File: src/rtl/uart_fe_pkg.sv
package uart_fe_pkg;

  localparam int CHAR_W = 8;

  typedef enum logic [2:0] {
    ST_IDLE,
    ST_START,
    ST_DATA,
    ST_PAR,
    ST_STOP,
    ST_HOLD
  } fe_state_t;

  typedef struct packed {
    logic [1:0] len;
    logic       par_en;
    logic       par_even;
    logic       par_stick;
    logic       hs;
  } fe_cfg_t;

  function automatic logic [CHAR_W-1:0] len_mask(input logic [1:0] len);
    return 8'hFF >> (2'd3 - len);
  endfunction

  function automatic logic calc_par(input logic [CHAR_W-1:0] d,
                                    input logic [1:0] len,
                                    input logic even,
                                    input logic stick);
    logic x;
    x = ^(d & len_mask(len));
    if (stick) return ~even;
    return even ? x : ~x;
  endfunction

endpackage

File: src/rtl/uart_fe_baudgen.sv
module uart_fe_baudgen #(
  parameter int DIV_W = 16
) (
  input  logic             clk,
  input  logic             rst_n,
  input  logic [DIV_W-1:0] div_val,
  output logic             tick
);

  logic [DIV_W-1:0] cnt_q, cnt_d;
  logic [DIV_W-1:0] lim;

  always_comb begin
    lim = (div_val == '0) ? '0 : div_val - 1'b1;
    tick = (cnt_q >= lim);
    cnt_d = tick ? '0 : cnt_q + 1'b1;
  end

  always_ff @(posedge clk or negedge rst_n) begin
    if (!rst_n) cnt_q <= '0;
    else        cnt_q <= cnt_d;
  end

endmodule

File: src/rtl/uart_fe_tx.sv
module uart_fe_tx
  import uart_fe_pkg::*;
(
  input  logic              clk,
  input  logic              rst_n,
  input  logic              tick,
  input  fe_cfg_t           cfg_in,
  input  logic              two_in,
  input  logic              brk_send,
  input  logic              tx_valid,
  input  logic [CHAR_W-1:0] tx_data,
  output logic              tx_ready,
  output logic              tx_busy,
  output logic              tx_eot,
  output logic              tx_line
);

  fe_state_t         state_q, state_d;
  logic [3:0]        sub_q, sub_d;
  logic [2:0]        idx_q, idx_d;
  logic [CHAR_W-1:0] shf_q, shf_d;
  fe_cfg_t           cfg_q, cfg_d;
  logic              two_q, two_d;
  logic              par_q, par_d;
  logic              sec_q, sec_d;
  logic              eot_q, eot_d;
  logic [3:0]        last_sub;
  logic [2:0]        last_idx;
  logic              bit_end;
  logic              line_bit;

  always_comb begin
    last_sub = cfg_q.hs ? 4'd7 : 4'd15;
    last_idx = 3'd4 + {1'b0, cfg_q.len};
    bit_end  = tick && (state_q != ST_IDLE) && (sub_q == last_sub);

    state_d = state_q;
    sub_d   = sub_q;
    idx_d   = idx_q;
    shf_d   = shf_q;
    cfg_d   = cfg_q;
    two_d   = two_q;
    par_d   = par_q;
    sec_d   = sec_q;
    eot_d   = 1'b0;

    if (state_q == ST_IDLE) begin
      if (tx_valid && !brk_send) begin
        state_d = ST_START;
        sub_d   = '0;
        shf_d   = tx_data;
        cfg_d   = cfg_in;
        two_d   = two_in;
        sec_d   = 1'b0;
        par_d   = calc_par(tx_data, cfg_in.len, cfg_in.par_even, cfg_in.par_stick);
      end
    end else if (tick) begin
      sub_d = bit_end ? 4'd0 : sub_q + 4'd1;
    end

    if (bit_end) begin
      case (state_q)
        ST_START: begin
          state_d = ST_DATA;
          idx_d   = '0;
        end
        ST_DATA: begin
          shf_d = shf_q >> 1;
          if (idx_q == last_idx) state_d = cfg_q.par_en ? ST_PAR : ST_STOP;
          else                   idx_d   = idx_q + 3'd1;
        end
        ST_PAR: state_d = ST_STOP;
        ST_STOP: begin
          if (two_q && !sec_q) begin
            sec_d = 1'b1;
          end else begin
            state_d = ST_IDLE;
            eot_d   = 1'b1;
          end
        end
        default: state_d = ST_IDLE;
      endcase
    end

    case (state_q)
      ST_START: line_bit = 1'b0;
      ST_DATA:  line_bit = shf_q[0];
      ST_PAR:   line_bit = par_q;
      default:  line_bit = 1'b1;
    endcase
  end

  always_ff @(posedge clk or negedge rst_n) begin
    if (!rst_n) begin
      state_q <= ST_IDLE;
      sub_q   <= '0;
      idx_q   <= '0;
      shf_q   <= '0;
      cfg_q   <= '0;
      two_q   <= 1'b0;
      par_q   <= 1'b0;
      sec_q   <= 1'b0;
      eot_q   <= 1'b0;
    end else begin
      state_q <= state_d;
      sub_q   <= sub_d;
      idx_q   <= idx_d;
      shf_q   <= shf_d;
      cfg_q   <= cfg_d;
      two_q   <= two_d;
      par_q   <= par_d;
      sec_q   <= sec_d;
      eot_q   <= eot_d;
    end
  end

  assign tx_busy  = (state_q != ST_IDLE);
  assign tx_ready = (state_q == ST_IDLE) && !brk_send;
  assign tx_eot   = eot_q;
  assign tx_line  = line_bit && !brk_send;

endmodule

File: src/rtl/uart_fe_rx.sv
module uart_fe_rx
  import uart_fe_pkg::*;
(
  input  logic              clk,
  input  logic              rst_n,
  input  logic              tick,
  input  fe_cfg_t           cfg_in,
  input  logic              rx_line,
  output logic              rx_valid,
  output logic [CHAR_W-1:0] rx_data,
  output logic              rx_par_err,
  output logic              rx_frm_err,
  output logic              rx_brk
);

  logic              s1_q, s2_q;
  fe_state_t         state_q, state_d;
  logic [3:0]        sub_q, sub_d;
  logic [2:0]        idx_q, idx_d;
  logic [CHAR_W-1:0] dat_q, dat_d;
  fe_cfg_t           cfg_q, cfg_d;
  logic              zero_q, zero_d;
  logic              perr_q, perr_d;
  logic              vld_q, vld_d;
  logic [CHAR_W-1:0] odat_q, odat_d;
  logic              ope_q, ope_d;
  logic              ofe_q, ofe_d;
  logic              obrk_q, obrk_d;
  logic [3:0]        last_sub;
  logic [3:0]        mid_sub;
  logic [2:0]        last_idx;
  logic              bit_end;

  always_ff @(posedge clk or negedge rst_n) begin
    if (!rst_n) begin
      s1_q <= 1'b1;
      s2_q <= 1'b1;
    end else begin
      s1_q <= rx_line;
      s2_q <= s1_q;
    end
  end

  always_comb begin
    last_sub = cfg_q.hs ? 4'd7 : 4'd15;
    mid_sub  = cfg_q.hs ? 4'd3 : 4'd7;
    last_idx = 3'd4 + {1'b0, cfg_q.len};
    bit_end  = tick && (sub_q == last_sub);

    state_d = state_q;
    sub_d   = sub_q;
    idx_d   = idx_q;
    dat_d   = dat_q;
    cfg_d   = cfg_q;
    zero_d  = zero_q;
    perr_d  = perr_q;
    vld_d   = 1'b0;
    odat_d  = odat_q;
    ope_d   = ope_q;
    ofe_d   = ofe_q;
    obrk_d  = obrk_q;

    case (state_q)
      ST_IDLE: begin
        if (tick && !s2_q) begin
          state_d = ST_START;
          sub_d   = '0;
          cfg_d   = cfg_in;
          dat_d   = '0;
          zero_d  = 1'b1;
          perr_d  = 1'b0;
        end
      end
      ST_START: begin
        if (tick) begin
          if (sub_q == mid_sub) begin
            sub_d = '0;
            idx_d = '0;
            state_d = s2_q ? ST_IDLE : ST_DATA;
          end else begin
            sub_d = sub_q + 4'd1;
          end
        end
      end
      ST_DATA: begin
        if (tick) sub_d = bit_end ? 4'd0 : sub_q + 4'd1;
        if (bit_end) begin
          dat_d[idx_q] = s2_q;
          zero_d = zero_q && !s2_q;
          if (idx_q == last_idx) state_d = cfg_q.par_en ? ST_PAR : ST_STOP;
          else                   idx_d   = idx_q + 3'd1;
        end
      end
      ST_PAR: begin
        if (tick) sub_d = bit_end ? 4'd0 : sub_q + 4'd1;
        if (bit_end) begin
          perr_d  = s2_q != calc_par(dat_q, cfg_q.len, cfg_q.par_even, cfg_q.par_stick);
          zero_d  = zero_q && !s2_q;
          state_d = ST_STOP;
        end
      end
      ST_STOP: begin
        if (tick) sub_d = bit_end ? 4'd0 : sub_q + 4'd1;
        if (bit_end) begin
          vld_d   = 1'b1;
          odat_d  = dat_q;
          ope_d   = perr_q;
          ofe_d   = !s2_q;
          obrk_d  = zero_q && !s2_q;
          state_d = s2_q ? ST_IDLE : ST_HOLD;
        end
      end
      ST_HOLD: begin
        if (s2_q) state_d = ST_IDLE;
      end
      default: state_d = ST_IDLE;
    endcase
  end

  always_ff @(posedge clk or negedge rst_n) begin
    if (!rst_n) begin
      state_q <= ST_IDLE;
      sub_q   <= '0;
      idx_q   <= '0;
      dat_q   <= '0;
      cfg_q   <= '0;
      zero_q  <= 1'b0;
      perr_q  <= 1'b0;
      vld_q   <= 1'b0;
      odat_q  <= '0;
      ope_q   <= 1'b0;
      ofe_q   <= 1'b0;
      obrk_q  <= 1'b0;
    end else begin
      state_q <= state_d;
      sub_q   <= sub_d;
      idx_q   <= idx_d;
      dat_q   <= dat_d;
      cfg_q   <= cfg_d;
      zero_q  <= zero_d;
      perr_q  <= perr_d;
      vld_q   <= vld_d;
      odat_q  <= odat_d;
      ope_q   <= ope_d;
      ofe_q   <= ofe_d;
      obrk_q  <= obrk_d;
    end
  end

  assign rx_valid   = vld_q;
  assign rx_data    = odat_q;
  assign rx_par_err = ope_q;
  assign rx_frm_err = ofe_q;
  assign rx_brk     = obrk_q;

endmodule

File: src/rtl/uart_frame_engine.sv
module uart_frame_engine
  import uart_fe_pkg::*;
#(
  parameter int DIV_W = 16
) (
  input  logic             clk,
  input  logic             rst_n,
  input  logic [DIV_W-1:0] div_val,
  input  logic             hs_mode,
  input  logic [1:0]       data_len,
  input  logic             par_en,
  input  logic             par_even,
  input  logic             par_stick,
  input  logic             two_stop,
  input  logic             brk_send,
  input  logic             tx_valid,
  input  logic [7:0]       tx_data,
  output logic             tx_ready,
  output logic             tx_busy,
  output logic             tx_eot,
  output logic             tx_line,
  input  logic             rx_line,
  output logic             rx_valid,
  output logic [7:0]       rx_data,
  output logic             rx_par_err,
  output logic             rx_frm_err,
  output logic             rx_brk
);

  logic    tick;
  fe_cfg_t cfg_w;

  always_comb begin
    cfg_w.len       = data_len;
    cfg_w.par_en    = par_en;
    cfg_w.par_even  = par_even;
    cfg_w.par_stick = par_stick;
    cfg_w.hs        = hs_mode;
  end

  uart_fe_baudgen #(.DIV_W(DIV_W)) u_baud (
    .clk     (clk),
    .rst_n   (rst_n),
    .div_val (div_val),
    .tick    (tick)
  );

  uart_fe_tx u_tx (
    .clk      (clk),
    .rst_n    (rst_n),
    .tick     (tick),
    .cfg_in   (cfg_w),
    .two_in   (two_stop),
    .brk_send (brk_send),
    .tx_valid (tx_valid),
    .tx_data  (tx_data),
    .tx_ready (tx_ready),
    .tx_busy  (tx_busy),
    .tx_eot   (tx_eot),
    .tx_line  (tx_line)
  );

  uart_fe_rx u_rx (
    .clk        (clk),
    .rst_n      (rst_n),
    .tick       (tick),
    .cfg_in     (cfg_w),
    .rx_line    (rx_line),
    .rx_valid   (rx_valid),
    .rx_data    (rx_data),
    .rx_par_err (rx_par_err),
    .rx_frm_err (rx_frm_err),
    .rx_brk     (rx_brk)
  );

endmodule

File: config.mk
export PLATFORM = sky130hd
export DESIGN_NAME = uart_frame_engine
export DESIGN_NICKNAME = d
export VERILOG_FILES = /design/src/rtl/uart_fe_pkg.sv /design/src/rtl/uart_fe_baudgen.sv /design/src/rtl/uart_fe_tx.sv /design/src/rtl/uart_fe_rx.sv /design/src/rtl/uart_frame_engine.sv
export SDC_FILE = /design/constraint.sdc
export NUM_CORES = 1
export LEC_CHECK = 0
export BUFFER_PORTS_ARGS = -buffer_cell sky130_fd_sc_hd__buf_2
export CAP_MARGIN = 20
export CORE_MARGIN = 2
export CORE_UTILIZATION = 64
export DETAILED_ROUTE_END_ITERATION = 10
export PLACE_DENSITY = 0.95
export SETUP_SLACK_MARGIN = 0.05
export SYNTH_ARGS = -nofsm -noshare
export SYNTH_HDL_FRONTEND = slang
export SYNTH_SLANG_ARGS = --single-unit
File: constraint.sdc
create_clock -name clk -period 6.67 [get_ports clk]
set_input_delay 0.3335 -clock clk [delete_from_list [all_inputs] [get_ports clk]]
set_output_delay 0.3335 -clock clk [all_outputs]
set_load 0.01 [all_outputs]
==> summary.txt, run 1 <==
DR WL/cell = 17.0 um
CTS root buf = clkbuf_8
CP max FO = 23
fraction of layout cells with a size suffix above 1 = 0.206
Critical Path End Type = flop
Row Count = 32
clock input transition at the sequential cells of the worst setup and hold paths = 90 ps
Num CTS Buffers = 9
Seq/Total Area, Yosys = 0.413
Port Buffer Count = 51
Final period util = 0.716
first-pass GRT wire length = 19,100 um
Routed Antenna Nets = 0
CP cell instances = buf_2, or4_4, or3_4, or4_1, or3_4, and2_2, ha_1, nand2b_1, a2111o_1, a32oi_1, and2_1, nor3_1, buf_4, mux2_2
latest clock arrival within the worst-skew pair = 370 ps
Crit-path slowest cell = and2_1
post-synth net total = 575
min-delay worst type = input pin to flop
Final Core Density = 0.722
overall routed net length = 11,300 um
unrepaired setup endpoints after global routing = no
CTS resizes = 0
Synth Instances = 516
Layout area overhead = 10.5%
die span in x = 92.1 um
Avg Cell Area, Syn = 9.63 um2
GPL Wtd Cong = 0.815
Worst path most repeated cell = or3_4
Multi-input gate area = 0.00276 mm2
Mapped Area = 0.00497 mm2
number of synthesized flops with an enable pin = 0
via count = 4,215
Max Freq = 0.209 GHz
Yosys cell types = 59
Setup Viol. Count Final = 0
Fin. Hold Viols = 0
status = completed
Final Slew Violations = 0
Initial Util = 0.653
Worst R2R Path Depth = 8
FFs w/ async S/R, synth = 1.00
Synth Register Bits = 82
hold buffers post-CTS = 0
total I/O pin count = 52
Filler Cell Count = 533
Final TNS setup = 0 ps
initial antenna violation count = 0
initial detailed-routing violation count = 450
final worst slack = 1890 ps
Setup Buffers After CTS = 0
total global-route track usage = 0.280
critical path startpoint category = input pin
Setup CP Type = input pin to flop
1st-pass router iterations = 5
CP max stage delay = 730 ps
H-tree depth = 3
Max-cap violations = 0
dominant synthesized flop cell = dfrtp_1
DR vias/cell = 6.33
fin crit period = 4780 ps
VDD IR max = 0.210 mV
die area = 0.00849 mm2
Seq. cell area = 0.00205 mm2
Final #Nets = 618
clock sink count = 82
dpl ws = 1590 ps
Remaining Overflow, GRT = 0
Data required, critical path = 6930 ps
clock buffer depth = 2
Setup Skew = 8.70 ps
vias in the first global route = 4,210
CTS tree = built
largest net degree at the start of global routing = 83
pwr dens = 299 mW/mm2
synth warn = 0
Tightest Pin Transition = 910 ps
Core ar. = 0.00761 mm2
drc violations = 0
Die H = 92.1 um
Pleak = 2.57 nW
crit path DAT = 5040 ps
ant diodes = 0
Cells on Worst Hold Path = 1
DP HPWL = 7990 um
slew margin rel. = 0.394
[power breakdown]
part / switching, mW / leakage, nW / internal (mW)
sequential: 0.164 / 1.06 / 0.606
combinational: 0.284 / 1.41 / 0.248
clock: 0.193 / 0.0895 / 0.149
total: 0.642 / 2.57 / 1.00
[final cells by class]
type	instances	share of cell area
sequential	82	0.374
clock inverter	6	0.00911
timing repair buffer	54	0.0551
tap	102	0.0232
inverter	18	0.0123
multi-input combinational	394	0.501
clock buffer	10	0.0250
[registers in the layout, indices dropped and copies added (netlist names), 4 cells and up]
register	flops
u_rx.dat_q	8
u_tx.sub_q	4
u_rx.rx_data	8
u_tx.cfg_q	4
u_tx.shf_q	8
u_rx.cfg_q	6
u_baud.cnt_q	16
u_rx.sub_q	4
[cell families (layout without fill, tap and decap cells)]
kind of cell | count (synthesis) | count (layout) | share of synthesized area
and+or+nand+nor | 181 | 181 | 0.176
AOI/OAI and AO/OA | 106 | 106 | 0.147
DFF | 82 | 82 | 0.413
xor gates and xnor gates | 44 | 44 | 0.0831
muxes | 40 | 40 | 0.0894
buffers and inverters | 40 | 88 | 0.0325
adders and majority gates | 23 | 23 | 0.0579
[per-layer routing]
metal	track usage	vias to the layer above	part of all wire
met2	0.485	183	0.51
met1	0.344	2059	0.41
met4	0.126	0	0.022
met5	0	-	0
met3	0.0493	31	0.062
li1	-	1942	-
[cell usage in the layout (no fill, tap or decap), drive strengths merged, types with 3 or more instances in the layout]
master | Yosys | routed
o21ai | 27 | 27
nor4 | 4 | 4
nand3 | 17 | 17
a21boi | 4 | 4
a31oi | 7 | 7
mux2 | 35 | 35
dfrtp | 80 | 80
mux2i | 5 | 5
a221o | 3 | 3
ha | 23 | 23
and3b | 3 | 3
xnor2 | 20 | 20
buf | 6 | 53
a32o | 4 | 4
nand4 | 6 | 6
xor2 | 22 | 22
and2 | 5 | 5
inv | 18 | 20
or3 | 5 | 5
nand2 | 46 | 46
nor2 | 55 | 55
a22o | 3 | 3
o41ai | 9 | 9
clkbuf | 16 | 10
and3 | 8 | 8
nand2b | 8 | 8
nor3 | 12 | 12
a22oi | 3 | 3
a21oi | 20 | 20
or4 | 3 | 3
o31ai | 6 | 6
[synthesized netlist by cell type, types with 4 or more instances]
library cell / instances / area (um2)
clkbuf_1: 16 / 60.1
and2_1: 4 / 25.0
a21boi_0: 4 / 30.0
nand2_1: 46 / 173
nand2b_1: 8 / 50.1
a32o_1: 4 / 40.0
dfrtp_1: 80 / 2000
mux2i_1: 5 / 50.1
o41ai_1: 9 / 78.8
xnor2_1: 20 / 175
xor2_1: 22 / 193
o31ai_1: 6 / 45.0
nand4_1: 6 / 37.5
nand3_1: 17 / 85.1
and3_1: 8 / 50.1
ha_1: 23 / 288
a21oi_1: 20 / 100
nor2_1: 55 / 206
inv_1: 18 / 67.6
o21ai_0: 27 / 135
a31oi_1: 7 / 43.8
nor3_1: 12 / 60.1
nor4_1: 4 / 25.0
mux2_2: 35 / 394
[through the flow]
step	area, um2	hold slack, ps	power [mW]	std cells
2_1_floorplan	4970	37.9	1.14	516
3_3_place_gp	5270	347	1.24	648
3_5_place_dp	5270	347	1.29	648
4_1_cts	5460	55.9	1.63	664
5_1_grt	5500	49.6	1.75	666
6_report	5500	61.4	1.65	666
[critical path, delay by kind of cell]
family | cells | cell delay (ps)
AO/OA/AOI/OAI | 2 | 810
adder cells (fa/ha/maj) | 1 | 250
buffers and inverters | 2 | 340
multiplexers | 1 | 290
AND/OR/NAND/NOR | 8 | 2990
[worst paths after layout]
kind	from	endpoint	slack (ps)
min in group asynchronous	rst_n	u_baud.cnt_q[12]$_DFF_PN0_	400
max in group asynchronous	rst_n	u_rx.s1_q$_DFF_PN1_	5640
worst max register to register	u_baud.cnt_q[13]$_DFF_PN0_	u_rx.rx_data[6]$_DFFE_PN0P_	3420
worst min register to register	u_rx.s1_q$_DFF_PN1_	u_rx.s2_q$_DFF_PN1_	360
worst min-delay path	rx_line	u_rx.s1_q$_DFF_PN1_	60
worst max-delay path	div_val[9]	u_rx.rx_data[6]$_DFFE_PN0P_	1890
No activity file was read; power rests on OpenSTA's default activity.
==> inputs of run 2 (changes only) <==
Settings changed: ABC_AREA set to 1, CORE_UTILIZATION 64 to 60, PLACE_DENSITY 0.95 to 0.9.
Clock period 6.67 ns to 5 ns, I/O delays scaled along.
==> run 2 against run 1 <==
  * Flip-flop and latch count did not move
  * Die area grew 9.7%
  * Total power rose by 27%
  * Hold slack better by 43 ps
  * Utilization down 3.2 points
  * Critical endpoint is now u_tx.shf_q[4]$_DFF_PN0_
==> summary.txt, run 2 <==
most numerous cell in the Yosys netlist = nand2_1
CP cell instances = buf_2, inv_1, ha_1, inv_1, nor2_1, inv_1, nor2_1, inv_1, nor2_1, or2_2, nand3_1, ha_1, nand2_1, o21ai_0, a21oi_2, nand2_4, nand3_2, nor2_4, o21ai_0
Pleak = 3.01 nW (+17%)
Routed Antenna Nets = 0 (unchanged)
worst reg2reg setup slack = 2610 ps (-810 ps)
FFs w/ async S/R, synth = 1.00 (unchanged)
total global-route track usage = 0.249 (-0.0319)
CTS root buf = clkbuf_8
Synth Register Bits = 82 (unchanged)
Final TNS setup = 0 ps (unchanged)
Setup Buffers After CTS = 0 (unchanged)
total I/O pin count = 52 (unchanged)
CP max FO = 17 (-26%)
Die H = 96.5 um (+4.8%)
Cells on Worst Hold Path = 3 (+2)
Final Slew Violations = 0 (unchanged)
Worst R2R Path Depth = 12 (+4)
Seq/Total Area, Yosys = 0.400 (-0.0132)
reg2reg start = u_baud.cnt_q[7]$_DFF_PN0_
Num CTS Buffers = 9 (unchanged)
Mapped Area = 0.00513 mm2 (+3.3%)
die area = 0.00931 mm2 (+9.7%)
dominant synthesized flop cell = dfrtp_1
synth top area cells = dfrtp_1 (39%), nand2_1 (13%), ha_1 (5.6%)
met3 Resource Use GR = 0.0372 (-0.0121)
via count = 4,631 (+9.9%)
die span in x = 96.5 um (+4.8%)
Max-cap violations = 0 (unchanged)
CTS tree = built
clock buffer depth = 2 (unchanged)
Core ar. = 0.00826 mm2 (+8.6%)
DR vias/cell = 5.52 (-13%)
GPL Wtd Cong = 0.948 (+16%)
Tightest Pin Transition = 839 ps (-70.4 ps)
Row Count = 33 (+3.1%)
Synth top cells by count = nand2_1 (184), dfrtp_1 (80), inv_1 (76), nor2_1 (63), o21ai_0 (40)
most frequent cells in the layout = nand2_1 (184), dfrtp_1 (80), inv_1 (76)
crit path DAT = 3330 ps (-1710 ps)
Synth Instances = 673 (+30%)
DR WL/cell = 12.8 um (-25%)
Final #Nets = 788 (+28%)
post-synth net total = 732 (+27%)
WHS Endpoint = u_tx.two_q$_DFFE_PN0P_
clock sink count = 82 (unchanged)
fin crit period = 3100 ps
commonest non-fill, non-tap cell in the layout = nand2_1
drc violations = 0 (unchanged)
HP Start = two_stop
1st-pass router iterations = 5 (unchanged)
fraction of layout cells with a size suffix above 1 = 0.159 (-0.0463)
VDD IR max = 0.234 mV (+12%)
worst reg2reg path endpoint = u_tx.shf_q[4]$_DFF_PN0_
Setup CP Type = input pin to flop
Final period util = 0.621
Layout area overhead = 11.0%
CP max stage delay = 340 ps (-390 ps)
DP HPWL = 7960 um (-0.41%)
Crit-path slowest cell = nor2_4
Max Freq = 0.322 GHz
Avg Cell Area, Syn = 7.63 um2 (-21%)
status = completed
Fin. Hold Viols = 0 (unchanged)
Remaining Overflow, GRT = 0 (unchanged)
slew margin rel. = 0.439 (+0.0456)
top-area cell type share of the netlist area = 0.390 (-0.0129)
Final Core Density = 0.690 (-0.0324)
synth warn = 0 (unchanged)
Critical Path End Type = flop
unrepaired setup endpoints after global routing = no
max reg flops = 16 (unchanged)
first-pass GRT wire length = 18,300 um (-3.9%)
gr busiest metal = met2
met1 Use GR = 0.320 (-0.0236)
Port Buffer Count = 51 (unchanged)
Setup Viol. Count Final = 0 (unchanged)
clock input transition at the sequential cells of the worst setup and hold paths = 90 ps (about the same)
min-delay worst type = input pin to flop
grt met2 use = 0.432 (-0.0524)
Worst path most repeated cell = inv_1
initial detailed-routing violation count = 328 (-27%)
Synth area leader = dfrtp_1
latest clock arrival within the worst-skew pair = 370 ps (about the same)
largest net degree at the start of global routing = 83 (unchanged)
overall routed net length = 10,700 um (-5.3%)
Yosys cell types = 41 (-31%)
vias in the first global route = 4,280 (+1.7%)
number of synthesized flops with an enable pin = 0 (unchanged)
ant diodes = 0 (unchanged)
H-tree depth = 3 (unchanged)
Largest Register = u_baud.cnt_q
Initial Util = 0.622 (-0.0316)
Filler Cell Count = 660 (+24%)
initial antenna violation count = 0 (unchanged)
Data required, critical path = 5230 ps (-1700 ps)
Setup Skew = 13.1 ps (+4.41 ps)
pwr dens = 366 mW/mm2 (+22%)
critical path startpoint category = input pin
run 2: timing repair:
action / CTS / global route
hold endpoints to repair: 1 / 38
hold buffers: 1 / 1
gates resized for setup: 0 / 0
run 2: worst max-delay path, delay by kind of cell:
family	cells	cell delay, ps
AO/OA/AOI/OAI	3	520
adder cells (fa/ha/maj)	2	520
buffers and inverters	5	410
AND/OR/NAND/NOR	9	1620
run 2: kinds of logic (layout without fill, tap and decap cells):
kind of cell	Yosys count	count (layout)	share of synthesized area
AND/OR/NAND/NOR	345	345	0.308
XOR/XNOR	27	27	0.0461
AO/OA/AOI/OAI	98	98	0.106
flip-flops	82	82	0.400
multiplexers	5	5	0.00975
buffers and inverters	93	154	0.0750
adder cells (fa/ha/maj)	23	23	0.0560
run 2: power breakdown:
part / switching, mW / total (mW) / internal [mW] / leakage, nW
clock network: 0.256 / 0.493 / 0.237 / 0.0973
registers: 0.125 / 0.889 / 0.763 / 1.07
logic: 0.459 / 0.703 / 0.244 / 1.84
run 2: per-layer routing:
metal / vias up / wire length (um)
met5: - / 0
met4: 0 / 153
met3: 18 / 507
met2: 143 / 5300
met1: 2178 / 4780
li1: 2292 / -
run 2: worst max-delay path by stage:
stage | slack, ps | end | cells past startpoint | startpoint
detailed placement | 1560 | u_tx.shf_q[0]$_DFF_PN0_ | 19 | div_val[0]
global route | 1520 | u_tx.shf_q[4]$_DFF_PN0_ | 21 | div_val[0]
CTS | 1900 | u_tx.shf_q[4]$_DFF_PN0_ | 19 | div_val[0]
global placement | 1830 | u_tx.shf_q[2]$_DFF_PN0_ | 20 | div_val[0]
finish | 1900 | u_tx.shf_q[4]$_DFF_PN0_ | 19 | div_val[0]
floorplan | 2310 | u_rx.rx_brk$_DFFE_PN0P_ | 22 | div_val[0]
run 2: cell type report:
type                       count  area, um2  share of cell area
timing repair buffer          54        298              0.0523
multi-input combinational    498       2700               0.473
tap                          105        131              0.0231
clock buffer                   9        124              0.0217
sequential                    82       2050               0.361
clock inverter                 7       80.1              0.0141
inverter                      84        315              0.0553
run 2: metrics by stage:
step	instances	hold WS, ps	setup WS (ps)	total power, mW	cell area [um2]
global route	839	118	1520	2.24	5700
detailed placement	820	354	1560	1.59	5450
finish	839	104	1900	2.08	5700
floorplan	673	-45.6	2310	1.41	5130
global placement	820	347	1830	1.54	5450
CTS	837	90.7	1900	2.08	5670
